### src/rtl/brk_pkg.sv
package brk_pkg;

    localparam int BRK_ADDR_W = 16;
    localparam int BRK_DATA_W = 8;

    typedef enum logic [1:0] {
        PWR_RUN  = 2'd0,
        PWR_WAIT = 2'd1,
        PWR_STOP = 2'd2
    } pwr_mode_e;

    typedef struct packed {
        logic en;
        logic act;
    } brk_ctl_t;

    function automatic pwr_mode_e decode_mode(input logic stop_i, input logic wait_i);
        if (stop_i)
            return PWR_STOP;
        else if (wait_i)
            return PWR_WAIT;
        return PWR_RUN;
    endfunction

    function automatic logic compare_allowed(input pwr_mode_e m);
        return (m == PWR_RUN) || (m == PWR_WAIT);
    endfunction

endpackage

### src/rtl/brk_addr_regs.sv
module brk_addr_regs #(
    parameter int ADDR_W = brk_pkg::BRK_ADDR_W,
    parameter int DATA_W = brk_pkg::BRK_DATA_W,
    parameter int OFS_W  = 2
) (
    input  logic              clk,
    input  logic              rst,
    input  logic              we,
    input  logic [OFS_W-1:0]  ofs,
    input  logic [DATA_W-1:0] wdata,
    output logic [ADDR_W-1:0] brk_addr
);
    localparam int NB = ADDR_W / DATA_W;

    logic [DATA_W-1:0] byte_q [NB];

    // Byte 0 is the most significant byte of the break address
    always_ff @(posedge clk) begin
        if (rst) begin
            for (int i = 0; i < NB; i++)
                byte_q[i] <= '0;
        end else if (we) begin
            for (int i = 0; i < NB; i++)
                if (ofs == OFS_W'(i))
                    byte_q[i] <= wdata;
        end
    end

    for (genvar g = 0; g < NB; g++) begin : g_pack
        assign brk_addr[ADDR_W-1-g*DATA_W -: DATA_W] = byte_q[g];
    end

endmodule

### src/rtl/brk_cmp.sv
module brk_cmp #(
    parameter int ADDR_W = brk_pkg::BRK_ADDR_W
) (
    input  logic                cmp_en,
    input  brk_pkg::pwr_mode_e  mode,
    input  logic                addr_vld,
    input  logic [ADDR_W-1:0]   addr,
    input  logic [ADDR_W-1:0]   brk_addr,
    output logic                hit
);
    logic same;

    always_comb begin
        same = (addr == brk_addr);
        hit  = cmp_en && addr_vld && same && brk_pkg::compare_allowed(mode);
    end

endmodule

### src/rtl/brk_status.sv
module brk_status #(
    parameter int DATA_W = brk_pkg::BRK_DATA_W
) (
    input  logic              clk,
    input  logic              rst,
    input  logic              ctl_we,
    input  logic [DATA_W-1:0] wdata,
    input  logic              hit,
    input  logic              test_volt,
    output brk_pkg::brk_ctl_t ctl,
    output logic              brk_irq,
    output logic              tmr_freeze,
    output logic              wdog_dis
);
    localparam int EN_BIT  = DATA_W - 1;
    localparam int ACT_BIT = DATA_W - 2;

    brk_pkg::brk_ctl_t ctl_q, ctl_d;

    always_comb begin
        ctl_d = ctl_q;
        if (ctl_we) begin
            ctl_d.en  = wdata[EN_BIT];
            ctl_d.act = wdata[ACT_BIT];
        end
        // a match outranks a simultaneous clearing write
        if (hit)
            ctl_d.act = 1'b1;
    end

    always_ff @(posedge clk) begin
        if (rst)
            ctl_q <= '0;
        else
            ctl_q <= ctl_d;
    end

    assign ctl        = ctl_q;
    assign brk_irq    = ctl_q.act;
    assign tmr_freeze = ctl_q.act;
    assign wdog_dis   = ctl_q.act && test_volt;

endmodule

### src/rtl/addr_break_ctrl.sv
module addr_break_ctrl #(
    parameter int ADDR_W = brk_pkg::BRK_ADDR_W,
    parameter int DATA_W = brk_pkg::BRK_DATA_W,
    parameter int OFS_W  = $clog2(ADDR_W / DATA_W + 1)
) (
    input  logic              clk,
    input  logic              rst,
    input  logic [OFS_W-1:0]  reg_addr,
    input  logic [DATA_W-1:0] reg_wdata,
    input  logic              reg_we,
    output logic [DATA_W-1:0] reg_rdata,
    input  logic [ADDR_W-1:0] cpu_addr,
    input  logic              cpu_addr_vld,
    input  logic              wait_mode,
    input  logic              stop_mode,
    input  logic              test_volt,
    output logic              brk_irq,
    output logic              tmr_freeze,
    output logic              wdog_dis
);
    localparam int NB       = ADDR_W / DATA_W;
    localparam int STAT_OFS = NB;

    brk_pkg::pwr_mode_e mode;
    brk_pkg::brk_ctl_t  ctl;
    logic [ADDR_W-1:0]  brk_addr;
    logic               hit;
    logic               ctl_we;
    logic               ctl_en;

    assign mode   = brk_pkg::decode_mode(stop_mode, wait_mode);
    assign ctl_we = reg_we && (reg_addr == OFS_W'(STAT_OFS));
    assign ctl_en = ctl.en;

    brk_addr_regs #(.ADDR_W(ADDR_W), .DATA_W(DATA_W), .OFS_W(OFS_W)) u_regs (
        .clk      (clk),
        .rst      (rst),
        .we       (reg_we),
        .ofs      (reg_addr),
        .wdata    (reg_wdata),
        .brk_addr (brk_addr)
    );

    brk_cmp #(.ADDR_W(ADDR_W)) u_cmp (
        .cmp_en   (ctl.en),
        .mode     (mode),
        .addr_vld (cpu_addr_vld),
        .addr     (cpu_addr),
        .brk_addr (brk_addr),
        .hit      (hit)
    );

    brk_status #(.DATA_W(DATA_W)) u_stat (
        .clk        (clk),
        .rst        (rst),
        .ctl_we     (ctl_we),
        .wdata      (reg_wdata),
        .hit        (hit),
        .test_volt  (test_volt),
        .ctl        (ctl),
        .brk_irq    (brk_irq),
        .tmr_freeze (tmr_freeze),
        .wdog_dis   (wdog_dis)
    );

    always_comb begin
        reg_rdata = '0;
        for (int i = 0; i < NB; i++)
            if (reg_addr == OFS_W'(i))
                reg_rdata = brk_addr[ADDR_W-1-i*DATA_W -: DATA_W];
        if (reg_addr == OFS_W'(STAT_OFS))
            reg_rdata = {ctl.en, ctl.act, {(DATA_W-2){1'b0}}};
    end

endmodule

### config.mk
export PLATFORM = sky130hd
export DESIGN_NAME = addr_break_ctrl
export DESIGN_NICKNAME = d
export VERILOG_FILES = /design/src/rtl/brk_pkg.sv /design/src/rtl/brk_addr_regs.sv /design/src/rtl/brk_cmp.sv /design/src/rtl/brk_status.sv /design/src/rtl/addr_break_ctrl.sv
export SDC_FILE = /design/constraint.sdc
export NUM_CORES = 1
export LEC_CHECK = 0
export CAP_MARGIN = 5
export CELL_PAD_IN_SITES_DETAIL_PLACEMENT = 1
export CELL_PAD_IN_SITES_GLOBAL_PLACEMENT = 2
export CORE_UTILIZATION = 25
export CTS_BUF_LIST = sky130_fd_sc_hd__clkbuf_16
export DETAILED_ROUTE_END_ITERATION = 8
export HOLD_SLACK_MARGIN = 0.03
export PLACE_DENSITY = 0.84
export SYNTH_ARGS = -nofsm -noshare
export SYNTH_HDL_FRONTEND = slang
export SYNTH_SLANG_ARGS = --single-unit
### constraint.sdc
create_clock -name clk -period 2.2 [get_ports clk]
set_clock_uncertainty 0.1 [all_clocks]
set_input_delay 0.55 -clock clk [delete_from_list [all_inputs] [get_ports clk]]
set_output_delay 0.55 -clock clk [all_outputs]
set_load 0.01 [all_outputs]
======== Yosys cells after proc, flatten, opt, wreduce, memory -nomap -nowiden ========
Memories as Yosys holds them, arrays and structs flattened.
Index checks and enable logic that the tools add are counted.
cells by class
  add/subtract/negate cells ............... 0
  order comparisons ....................... 0
  equality and inequality tests ........... 4
  shift operators ......................... 0
  div/mod/pow operators ................... 0
  multipliers ............................. 0
  muxes and demuxes ....................... 22
  reductions and logical operators ........ 9
  bitwise gates (word level) .............. 2
operators with widths
  cell                number
  $mux 8              5
  $eq 16x16->1        1
  $mux 1              14
  $mux 2              3
  $logic_and 1x1->1   5
  $eq 2x1->1 const B  2
  $logic_not 2->1     2
  $eq 2x2->1 const B  1
  $or 1x1->1          2
  $reduce_bool 2->1   1
  $logic_or 1x1->1    1
word-level totals
  RAM bits ................................ 16
  bits of input ports ..................... 33
  register bits after elaboration ......... 2
  output and inout port bits .............. 11
  latch bits .............................. 0
  memories kept ........................... 1
  memory bits (read-only) ................. 0
memory list
  name           words  bits a word  rd ports  clocked after Yosys merged registers in  wr ports  line                 source
  u_regs.byte_q  2      8            2         0                                        2         brk_addr_regs.sv:15  logic [DATA_W-1:0] byte_q [NB];

======== Longest topological paths before layout ========
Gate-level depths: netlist (run 1).
  depth in word-level cells ............... 7
  mapped depth ............................ 5
  mapped depth without buffers ............ 4

======== Cells and area by module ========
Synthesis (run 1) repeated with hierarchy kept, for this count alone.
second synthesis, totals
  cells, all modules ...................... 84
  area, all modules ....................... 1018.5 µm²
modules (own cells, without submodules)
  module           sequential area each (µm²)  cells each  instances  area each (µm²)
  brk_addr_regs    480.5                       29          1          574.3
  brk_cmp          0.0                         23          1          186.4
  addr_break_ctrl  0.0                         22          1          163.9
  brk_status       40.0                        10          1          93.8

======== Least setup slack after synthesis (run 1) ========
Ideal clock, no wire load.
  path kind ............................... input-to-reg
  start point ............................. in reg_addr[1]
  end point ............................... mem u_regs.byte_q[0][10] (netlist name) (enable)
  arrival time ............................ 1.315 ns
  library setup time ...................... 0.375 ns
  buffers on the path ..................... 1
  path slack .............................. 0.410 ns
  stages on the path ...................... 3
  cell sequence ........................... buf_4 nand2b_1 o21bai_1
RTL lines
  what                line                  source
  start: declaration  addr_break_ctrl.sv:8  input logic [OFS_W-1:0] reg_addr,
  end: declaration    brk_addr_regs.sv:15

======== Worst setup path in the final report (run 1) ========
  start point ............................. in reg_addr[0]
  end point ............................... out reg_rdata[1]
on the way
  word-level cells in the longest chain between the ends .. 4
  elaborated cells on any way between the ends .. 6
  those cells by class .................... 2 x eq/ne; 3 x mux; 1 x reduce/logical
ends and longest elaborated chain
  what                 line                   source
  $logic_not 2->1      addr_break_ctrl.sv:69  if (reg_addr == OFS_W'(i))
  $mux 8 (2 in a row)  addr_break_ctrl.sv:69
  $mux 8 *             addr_break_ctrl.sv:71  if (reg_addr == OFS_W'(STAT_OFS))
  end: declaration     addr_break_ctrl.sv:11  output logic [DATA_W-1:0] reg_rdata,
Every way passes the cells marked *; elsewhere a longest branch is shown, timed or not.

==> results of run 1 <==
worst min-delay path: stages, from the launching register on:
cell and delay [ps]:
sky130_fd_sc_hd__dfxtp_1 330, sky130_fd_sc_hd__nand2_1 60, sky130_fd_sc_hd__a21oi_1 60
cells by family after synthesis:
group / after synthesis / synth area share (%)
compound gates: 6 / 3.661
xor+xnor: 16 / 14.14
buf+inv: 4 / 2.651
flops: 18 / 52.53
mux: 9 / 9.091
simple gates: 30 / 17.93
final timing paths:
check	endpoint	depth (start not counted)	start	slack, ps
hold / removal	u_stat.ctl[1]$_SDFFE_PP0P_	2	u_stat.ctl[1]$_SDFFE_PP0P_	400
setup / recovery	reg_rdata[1]	5	reg_addr[0]	60
setup reg to reg	u_stat.brk_irq$_SDFFE_PP0P_	4	u_regs.byte_q[0][0]$_DFFE_PP_	860
hold reg to reg	u_stat.ctl[1]$_SDFFE_PP0P_	2	u_stat.ctl[1]$_SDFFE_PP0P_	400
power groups by stage:
stage	clock network (W)	logic (W)	registers (W)
2_1_floorplan	0	0.0000765	0.000421
3_3_place_gp	0	0.000184	0.000423
3_5_place_dp	0	0.000188	0.000425
4_1_cts	0.000365	0.000189	0.000418
5_1_grt	0.000378	0.000202	0.000420
6_report	0.000360	0.000185	0.000418
what timing repair did:
item / CTS / global route
endpoints found under the setup margin: 9 / 3
hold buffers: 0 / 0
gates resized for setup: 20 / 3
buffers inserted: 1 / 0
gates cloned: 1 / 0
state kept, by name, summed over array words and instances, names as in the netlist:
register and cells:
u_stat.brk_irq 1, u_regs.byte_q 16, u_stat.ctl 1
Yosys cell counts (2+ instances only):
| master | instances |
|---|---|
| sky130_fd_sc_hd__edfxtp_1 | 16 |
| sky130_fd_sc_hd__buf_4 | 3 |
| sky130_fd_sc_hd__o21bai_1 | 2 |
| sky130_fd_sc_hd__and2_1 | 9 |
| sky130_fd_sc_hd__nor2_1 | 6 |
| sky130_fd_sc_hd__o21ai_0 | 2 |
| sky130_fd_sc_hd__xor2_1 | 15 |
| sky130_fd_sc_hd__dfxtp_1 | 2 |
| sky130_fd_sc_hd__nor4_1 | 2 |
| sky130_fd_sc_hd__nand2_1 | 4 |
| sky130_fd_sc_hd__mux2i_1 | 9 |
| sky130_fd_sc_hd__nand3_1 | 3 |
metal layers:
layer  vias to the layer above  track usage, %
met3                         2           2.641
met5                         -               0
met2                        25           25.00
met4                         0           5.000
li1                        390               -
met1                       387           14.80
per-stage QoR:
step	utilization, %	TNS, ps
CTS	42.75	0
global route	42.65	0
detailed placement	40.04	-3440
floorplan	-	0
global placement	40.04	-3408
finish	42.65	0
cell type report:
class	count	area share, %
sequential	18	32.60
clock inverter	1	0.2351
inverter	1	0.2351
clock buffer	3	4.702
multi-input combinational	61	27.82
tap	48	3.762
timing repair buffer	49	30.64
==> reports/qor.json, run 1 <==
{
  "outcome": "completed",
  "detailedPlace.worstSlack_ps": -503.7,
  "combPwrFrac_pct": 19.3,
  "post_drt_via_cell_ratio": 4.442,
  "criticalPathCategory": "in2out",
  "critPathMaxStageDelay_ps": 270,
  "cts.path.max_buffers": 2,
  "met2_length_um": 1325,
  "critical_path.endpoint_type": "primary output",
  "dr_wl_cell_um": 14.17,
  "die-height_um": 64.96,
  "place_inst": 175,
  "design.core.area_um2": 3744,
  "power.ir.vdd_worst_mv": 0.3157,
  "placedInstanceArea_um2": 1499,
  "pwrdens_nw_per_um2": 603.1,
  "htree_num_levels": 1,
  "ys.warnings.count": 0,
  "sum_of_overflow_across_all_layers_after_global_routing": 0,
  "synth_seq_cells": 18,
  "critical_path_required_ps": 1550,
  "synth_sequential_area_ratio_pct": 52.53,
  "final_cell_count_no_fill": 181,
  "antenna_violations_before_repair": 0,
  "post_synth_inst_count": 83,
  "horizontal_die_dimension_um": 64.96,
  "max_freq_mhz": 468.0,
  "setup_viol_count_final": 0,
  "route.met3.wl_um": 144,
  "routed.top_layer": "met4",
  "detailedRoute.firstPassIterationCount": 4,
  "globalRouteTotalUtil_pct": 13.44,
  "postSynthAreaPerCell_um2": 11.94,
  "sequentialPowerShare_pct": 43.4,
  "synth_top_area_share_pct": 48.48,
  "timing_max_transition_violations_final": 0,
  "p_int_w": 0.0007537,
  "drive_above_1_share_pct": 13.53,
  "number_of_vias_in_the_routed_layout": 804,
  "drt-initial-drc-count": 12,
  "post-layout-total-power_w": 0.0009629,
  "clk-insertion-delay-late_ps": 250,
  "clock_sink_count": 18,
  "cts_buffers": 3,
  "worst_slew_margin_rel_pct": 79.71,
  "final.period_utilization_pct": 97.12,
  "synth_area_um2": 991.0,
  "worst_hold_slack_ps": 402.3,
  "commonest_non_fill_non_tap_cells_in_the_layout": "sky130_fd_sc_hd__clkdlybuf4s50_1, sky130_fd_sc_hd__edfxtp_1, sky130_fd_sc_hd__xor2_1, sky130_fd_sc_hd__mux2i_1, sky130_fd_sc_hd__and2_1",
  "critPathMaxFanout": 5,
  "fillerInstances": 416,
  "max_cap_violations": 0,
  "worst-path-buf-inv": 3,
  "global_route_wire_length_before_repair_um": 4064,
  "first_global_vias": 899,
  "drc": 0,
  "hpwl_after_detailed_placement_um": 1974,
  "wirelength_um": 2565,
  "p_switching_w": 0.0002092,
  "timing.hold.worst.class": "reg2reg",
  "ys_top_cells_by_area": "sky130_fd_sc_hd__edfxtp_1, sky130_fd_sc_hd__xor2_1, sky130_fd_sc_hd__mux2i_1",
  "switching_share_pct": 21.72,
  "area_delta_synth_final_pct": 61.11,
  "async_reset_ff_share_pct": 0,
  "antenna_left": 0,
  "synth_nets": 116,
  "clk_root_buffer_cell": "sky130_fd_sc_hd__clkbuf_16",
  "gp_routability_congestion": 0.7784,
  "grt_setup_unrepaired": "no",
  "antenna_cells_inserted": 0,
  "pin_count": 44,
  "critical_path.startpoint_type": "input pin",
  "clock_power_share_pct": 37.4,
  "arrival_ps": 1490,
  "number_of_nets_in_the_layout": 167,
  "m1WireLength_um": 1080,
  "initial_utilization_pct": 26.47,
  "layout.cells.most_common": "sky130_fd_sc_hd__clkdlybuf4s50_1",
  "synthDominantAreaCellType": "sky130_fd_sc_hd__edfxtp_1",
  "cp_cell_sequence": "clkdlybuf4s15_2 > bufbuf_16 > mux2i_1 > nor2_1 > clkdlybuf4s15_1",
  "leakage_nw": 0.6503,
  "clk_transition_reported_paths_ps": 50,
  "die_area_um2": 4220,
  "num_rows": 22,
  "worst_pin_slew_ps": 304.0,
  "cts_tree": "done",
  "synth_ff_type": "sky130_fd_sc_hd__edfxtp_1",
  "final_area_um2": 1597,
  "finalHoldViolCount": 0,
  "critical-path-slowest-cell": "sky130_fd_sc_hd__bufbuf_16",
  "multiInputGateArea_um2": 444.2,
  "placement.io_buffers": 42,
  "sequential_cell_area_um2": 520.5,
  "critPathTopFamily": "buffers and inverters",
  "timing.final.crit_period_ps": 2137,
  "library_cells_used_by_synthesis": 22,
  "final_worst_path_setup_slack_ps": 63.40,
  "pin_count_of_the_biggest_net_entering_global_routing": 11,
  "synth_enable_flop_cells": 16
}
Power figures use the tool's default switching activity.
==> run 2, diff against run 1 <==
CORE_UTILIZATION = 36   (was 25)
DONT_BUFFER_PORTS = 1   (was not set)
PLACE_DENSITY = 0.8   (was 0.84)
SETUP_SLACK_MARGIN = 0.02   (was not set)
==> reports/qor.json, run 2 (synthesis results as in run 1) <==
{
  "critPathMaxStageDelay_ps": 370,
  "detailedRoute.firstPassIterationCount": 3,
  "finalHoldViolCount": 0,
  "htree_num_levels": 1,
  "finish.utilization_pct": 43.51,
  "clk_transition_reported_paths_ps": 50,
  "cts_hold_buffers": 0,
  "hpwl_after_detailed_placement_um": 1637,
  "place_inst": 113,
  "timing.hold.worst.class": "in2reg",
  "layout.cells.most_common": "sky130_fd_sc_hd__edfxtp_1",
  "cts.path.max_buffers": 2,
  "drc": 0,
  "critical_path.endpoint_type": "primary output",
  "commonest_non_fill_non_tap_cells_in_the_layout": "sky130_fd_sc_hd__edfxtp_1, sky130_fd_sc_hd__xor2_1, sky130_fd_sc_hd__mux2i_1, sky130_fd_sc_hd__and2_1, sky130_fd_sc_hd__nor2_1",
  "antenna_violations_before_repair": 0,
  "worstHoldEndpoint": "u_stat.ctl[1]$_SDFFE_PP0P_",
  "final_area_um2": 1107,
  "pin_count_of_the_biggest_net_entering_global_routing": 12,
  "placement.io_buffers": 0,
  "die_area_um2": 2966,
  "worstRegToRegCells": 4,
  "global_route_wire_length_before_repair_um": 3105,
  "hold_path.startpoint": "rst",
  "critPathMaxFanout": 2,
  "worst_pin_slew_ps": 388.0,
  "post_drt_via_cell_ratio": 5.299,
  "cts_tree": "done",
  "max_cap_violations": 0,
  "cp_cell_sequence": "mux2i_1 > o21ai_0",
  "worst-path-buf-inv": 0,
  "worst_slew_margin_rel_pct": 73.86,
  "final.period_utilization_pct": 76.72,
  "post-layout-total-power_w": 0.0008733,
  "die-height_um": 54.47,
  "timing.final.crit_period_ps": 1688,
  "fillerInstances": 273,
  "setup.reg_to_reg.worst_slack_ps": 840,
  "number_of_vias_in_the_routed_layout": 620,
  "pin_count": 44,
  "cts_buffers": 3,
  "criticalPathCategory": "reg2out",
  "critical_path.startpoint_type": "flop",
  "clock_sink_count": 18,
  "hold-path-cell-count": 1,
  "globalRouteTotalUtil_pct": 16.08,
  "critical-path-slowest-cell": "sky130_fd_sc_hd__edfxtp_1",
  "design.core.area_um2": 2545,
  "drt-initial-drc-count": 1,
  "wirelength_um": 2055,
  "leakage_nw": 0.4304,
  "dr_wl_cell_um": 17.56,
  "clk-insertion-delay-late_ps": 250,
  "clk_root_buffer_cell": "sky130_fd_sc_hd__clkbuf_16",
  "regToRegEndpoint": "u_stat.brk_irq$_SDFFE_PP0P_",
  "sum_of_overflow_across_all_layers_after_global_routing": 0,
  "placedInstanceArea_um2": 1028,
  "outcome": "completed",
  "antenna_cells_inserted": 0,
  "max_freq_mhz": 592.5,
  "initial_utilization_pct": 38.94,
  "final_cell_count_no_fill": 117,
  "first_global_vias": 633,
  "horizontal_die_dimension_um": 54.47,
  "area_delta_synth_final_pct": 11.74,
  "arrival_ps": 1040,
  "timing_max_transition_violations_final": 0,
  "largest_register": "u_regs.byte_q",
  "gp_routability_congestion": 0.7319,
  "reg2reg_from": "u_regs.byte_q[0][0]$_DFFE_PP_",
  "antenna_left": 0,
  "number_of_nets_in_the_layout": 121,
  "critical_path_required_ps": 1550,
  "post_cts.resized_instances": 0,
  "critPathTopFamily": "flip-flops",
  "pwrdens_nw_per_um2": 788.7,
  "largest_reg_flops": 16,
  "grt_setup_unrepaired": "no",
  "setup_viol_count_final": 0,
  "postCtsSetupRepairBufs": 0,
  "num_rows": 18,
  "drive_above_1_share_pct": 11.49,
  "power.ir.vdd_worst_mv": 0.5627,
  "totalNegativeSetupSlack_ps": 0
}
==> run 2: metrics by stage <==
step | setup WS [ps] | hold WS, ps
finish | 512.1 | 260.4
global route | 469.6 | 255.7
CTS | 493.9 | 258.3
detailed placement | 507.8 | 368.8
global placement | 496.0 | 356.3
floorplan | 410.3 | 339.2
==> run 2: final cells by class <==
class	count	area, um2	area share [%]
Sequential cell	18	520.5	47.01
Inverter	1	3.754	0.3390
Clock buffer	3	75.07	6.780
Timing Repair Buffer	3	22.52	2.034
Clock inverter	1	3.754	0.3390
Tap cell	30	37.54	3.390
Multi-Input combinational cell	61	444.2	40.11
==> run 2: how the worst max path moves through the flow <==
| stage | from | endpoint | slack [ps] | cells after the start |
|---|---|---|---|---|
| 6_report | u_regs.byte_q[0][15]$_DFFE_PP_ | reg_rdata[7] | 510 | 2 |
| 5_1_grt | u_regs.byte_q[0][15]$_DFFE_PP_ | reg_rdata[7] | 470 | 2 |
| 4_1_cts | u_regs.byte_q[0][15]$_DFFE_PP_ | reg_rdata[7] | 490 | 2 |
| 3_5_place_dp | reg_addr[1] | u_regs.byte_q[0][8]$_DFFE_PP_ | 510 | 3 |
| 3_3_place_gp | reg_addr[1] | u_regs.byte_q[0][15]$_DFFE_PP_ | 500 | 3 |
| 2_1_floorplan | reg_addr[1] | u_regs.byte_q[0][10]$_DFFE_PP_ | 410 | 3 |
==> run 2: routing by layer <==
| layer | GRT usage [%] | share of wire, % | wire length (um) | vias to the layer above |
|---|---|---|---|---|
| li1 | - | - | - | 300 |
| met1 | 17.88 | 40 | 812 | 290 |
| met2 | 26.42 | 51 | 1048 | 25 |
| met3 | 5.833 | 7.2 | 148 | 5 |
| met4 | 8.974 | 2.2 | 46 | 0 |
| met5 | 0 | 0 | 0 | - |
==> run 2: power by group <==
part	switching, W	internal [W]	leakage (nW)
logic	0.0000457	0.0000414	0.214
clock network	0.000126	0.000242	0.0423
registers	0.0000180	0.000401	0.174
total	0.000189	0.000684	0.430
==> run 3, diff against run 2 <==
CORE_UTILIZATION = 33   (was 36)
PLACE_DENSITY = 0.77   (was 0.8)
clock period = 1.5 ns   (was 2.2 ns; I/O delays follow)
==> reports/qor.json, run 3 (synthesis results as in run 1) <==
{
  "outcome": "finished, violations left",
  "failed_checks": "design-rule violations",
  "drc": 8,
  "clk_root_buffer_cell": "sky130_fd_sc_hd__clkbuf_16",
  "hpwl_after_detailed_placement_um": 1659,
  "horizontal_die_dimension_um": 56.80,
  "htree_num_levels": 1,
  "regToRegEndpoint": "u_stat.brk_irq$_SDFFE_PP0P_",
  "pwrdens_nw_per_um2": 1120,
  "critical_path.startpoint_type": "flop",
  "worst_slew_margin_rel_pct": 79.24,
  "clock_sink_count": 18,
  "drt-initial-drc-count": 25,
  "dr_wl_cell_um": 17.16,
  "layout.cells.most_common": "sky130_fd_sc_hd__edfxtp_1",
  "detailedRoute.firstPassIterationCount": 6,
  "die-height_um": 56.80,
  "sequential_cell_area_um2": 520.5,
  "max_freq_mhz": 679.1,
  "timing.hold.worst.class": "in2reg",
  "setup.reg_to_reg.worst_slack_ps": 160,
  "critPathMaxFanout": 2,
  "wirelength_um": 2111,
  "power.ir.vdd_worst_mv": 0.4877,
  "placedInstanceArea_um2": 1052,
  "gp_routability_congestion": 0.7307,
  "pin_count": 44,
  "clk-insertion-delay-late_ps": 250,
  "setup_viol_count_final": 0,
  "sum_of_overflow_across_all_layers_after_global_routing": 0,
  "leakage_nw": 0.4517,
  "initial_utilization_pct": 35.33,
  "final_cell_count_no_fill": 123,
  "pin_count_of_the_biggest_net_entering_global_routing": 12,
  "critical_path_required_ps": 1020,
  "final_area_um2": 1146,
  "drive_above_1_share_pct": 16.30,
  "grt_setup_unrepaired": "yes",
  "largest_register": "u_regs.byte_q",
  "globalRouteTotalUtil_pct": 13.88,
  "worst_hold_slack_ps": 91.81,
  "cts.path.max_buffers": 2,
  "area_delta_synth_final_pct": 15.66,
  "arrival_ps": 1000,
  "cts_hold_buffers": 0,
  "multiInputGateArea_um2": 444.2,
  "hold_path.startpoint": "rst",
  "criticalPathCategory": "reg2out",
  "max_cap_violations": 0,
  "final.period_utilization_pct": 98.17,
  "final_worst_path_setup_slack_ps": 27.48,
  "critical_path.endpoint_type": "primary output",
  "cts_tree": "done",
  "detailedPlace.worstSlack_ps": 161.2,
  "clk_transition_reported_paths_ps": 50,
  "antenna_cells_inserted": 0,
  "design.core.area_um2": 2805,
  "fillerInstances": 313,
  "post_drt_via_cell_ratio": 5.187,
  "num_rows": 19,
  "commonest_non_fill_non_tap_cells_in_the_layout": "sky130_fd_sc_hd__edfxtp_1, sky130_fd_sc_hd__xor2_1, sky130_fd_sc_hd__mux2i_1, sky130_fd_sc_hd__and2_1, sky130_fd_sc_hd__buf_4",
  "worstHoldEndpoint": "u_stat.ctl[1]$_SDFFE_PP0P_",
  "cts_buffers": 3,
  "antenna_violations_before_repair": 0,
  "hold-path-cell-count": 1,
  "worst_pin_slew_ps": 311.1,
  "post-layout-total-power_w": 0.001284,
  "placement.io_buffers": 0,
  "first_global_vias": 708,
  "antenna_left": 0,
  "finalHoldViolCount": 0,
  "timing_max_transition_violations_final": 0,
  "largest_reg_flops": 16,
  "number_of_vias_in_the_routed_layout": 638,
  "global_route_wire_length_before_repair_um": 3277,
  "worstRegToRegCells": 4,
  "place_inst": 117,
  "reg2reg_from": "u_regs.byte_q[0][0]$_DFFE_PP_",
  "number_of_nets_in_the_layout": 126,
  "die_area_um2": 3226,
  "timing.final.crit_period_ps": 1473
}
run 3: changes by cell type in the layout (fill, tap and decap cells not counted):
cell                       change
sky130_fd_sc_hd__clkinv_1      +1
sky130_fd_sc_hd__o21ai_0       -2
sky130_fd_sc_hd__buf_4         +5
sky130_fd_sc_hd__o21ai_1       +2
sky130_fd_sc_hd__inv_1         -1
run 3: area by class of cell:
class | instances | share of cell area, %
clock buffer | 3 | 6.550
clock inverter | 1 | 0.3275
inverter | 1 | 0.3275
multi-input combinational | 61 | 38.76
sequential | 18 | 45.41
tap | 31 | 3.384
timing repair buffer | 8 | 5.240
run 3: layer usage:
| metal | GRT usage, % | vias up | share of wire (%) |
|---|---|---|---|
| li1 | - | 308 | - |
| met1 | 14.08 | 298 | 40 |
| met2 | 25.00 | 28 | 50 |
| met3 | 5.300 | 4 | 9.0 |
| met4 | 6.272 | 0 | 1.6 |
| met5 | 0 | - | 0 |
run 3: where the power goes:
group / internal, W / leakage [nW] / switching, W
registers: 0.000587 / 0.174 / 0.0000237
logic: 0.0000717 / 0.239 / 0.0000707
clock network: 0.000354 / 0.0385 / 0.000176
run 3: how the worst max path moves through the flow:
stage,slack (ps),from,end
3_5_place_dp,160,u_regs.byte_q[0][0]$_DFFE_PP_,u_stat.brk_irq$_SDFFE_PP0P_
5_1_grt,-20,u_regs.byte_q[0][7]$_DFFE_PP_,reg_rdata[7]
4_1_cts,10,u_regs.byte_q[0][7]$_DFFE_PP_,reg_rdata[7]
6_report,30,u_regs.byte_q[0][7]$_DFFE_PP_,reg_rdata[7]
3_3_place_gp,180,u_regs.byte_q[0][0]$_DFFE_PP_,u_stat.brk_irq$_SDFFE_PP0P_
2_1_floorplan,-110,reg_addr[1],u_regs.byte_q[0][10]$_DFFE_PP_
run 3: timing repair:
action,CTS,global route
setup buffers,2,0
gates resized for setup,1,1
setup endpoints to repair,1,2
run 3: critical path, stage by stage, from the launching register on:
cell                       delay (ps)
sky130_fd_sc_hd__edfxtp_1         390
sky130_fd_sc_hd__mux2i_1          150
sky130_fd_sc_hd__o21ai_1           70
sky130_fd_sc_hd__buf_4            140
run 3: through the flow:
stage               setup TNS [ps]  util (%)
floorplan                    -1835         -
global placement                 0     37.51
detailed placement               0     37.51
CTS                              0     40.86
global route                -18.63     40.86
finish                           0     40.86
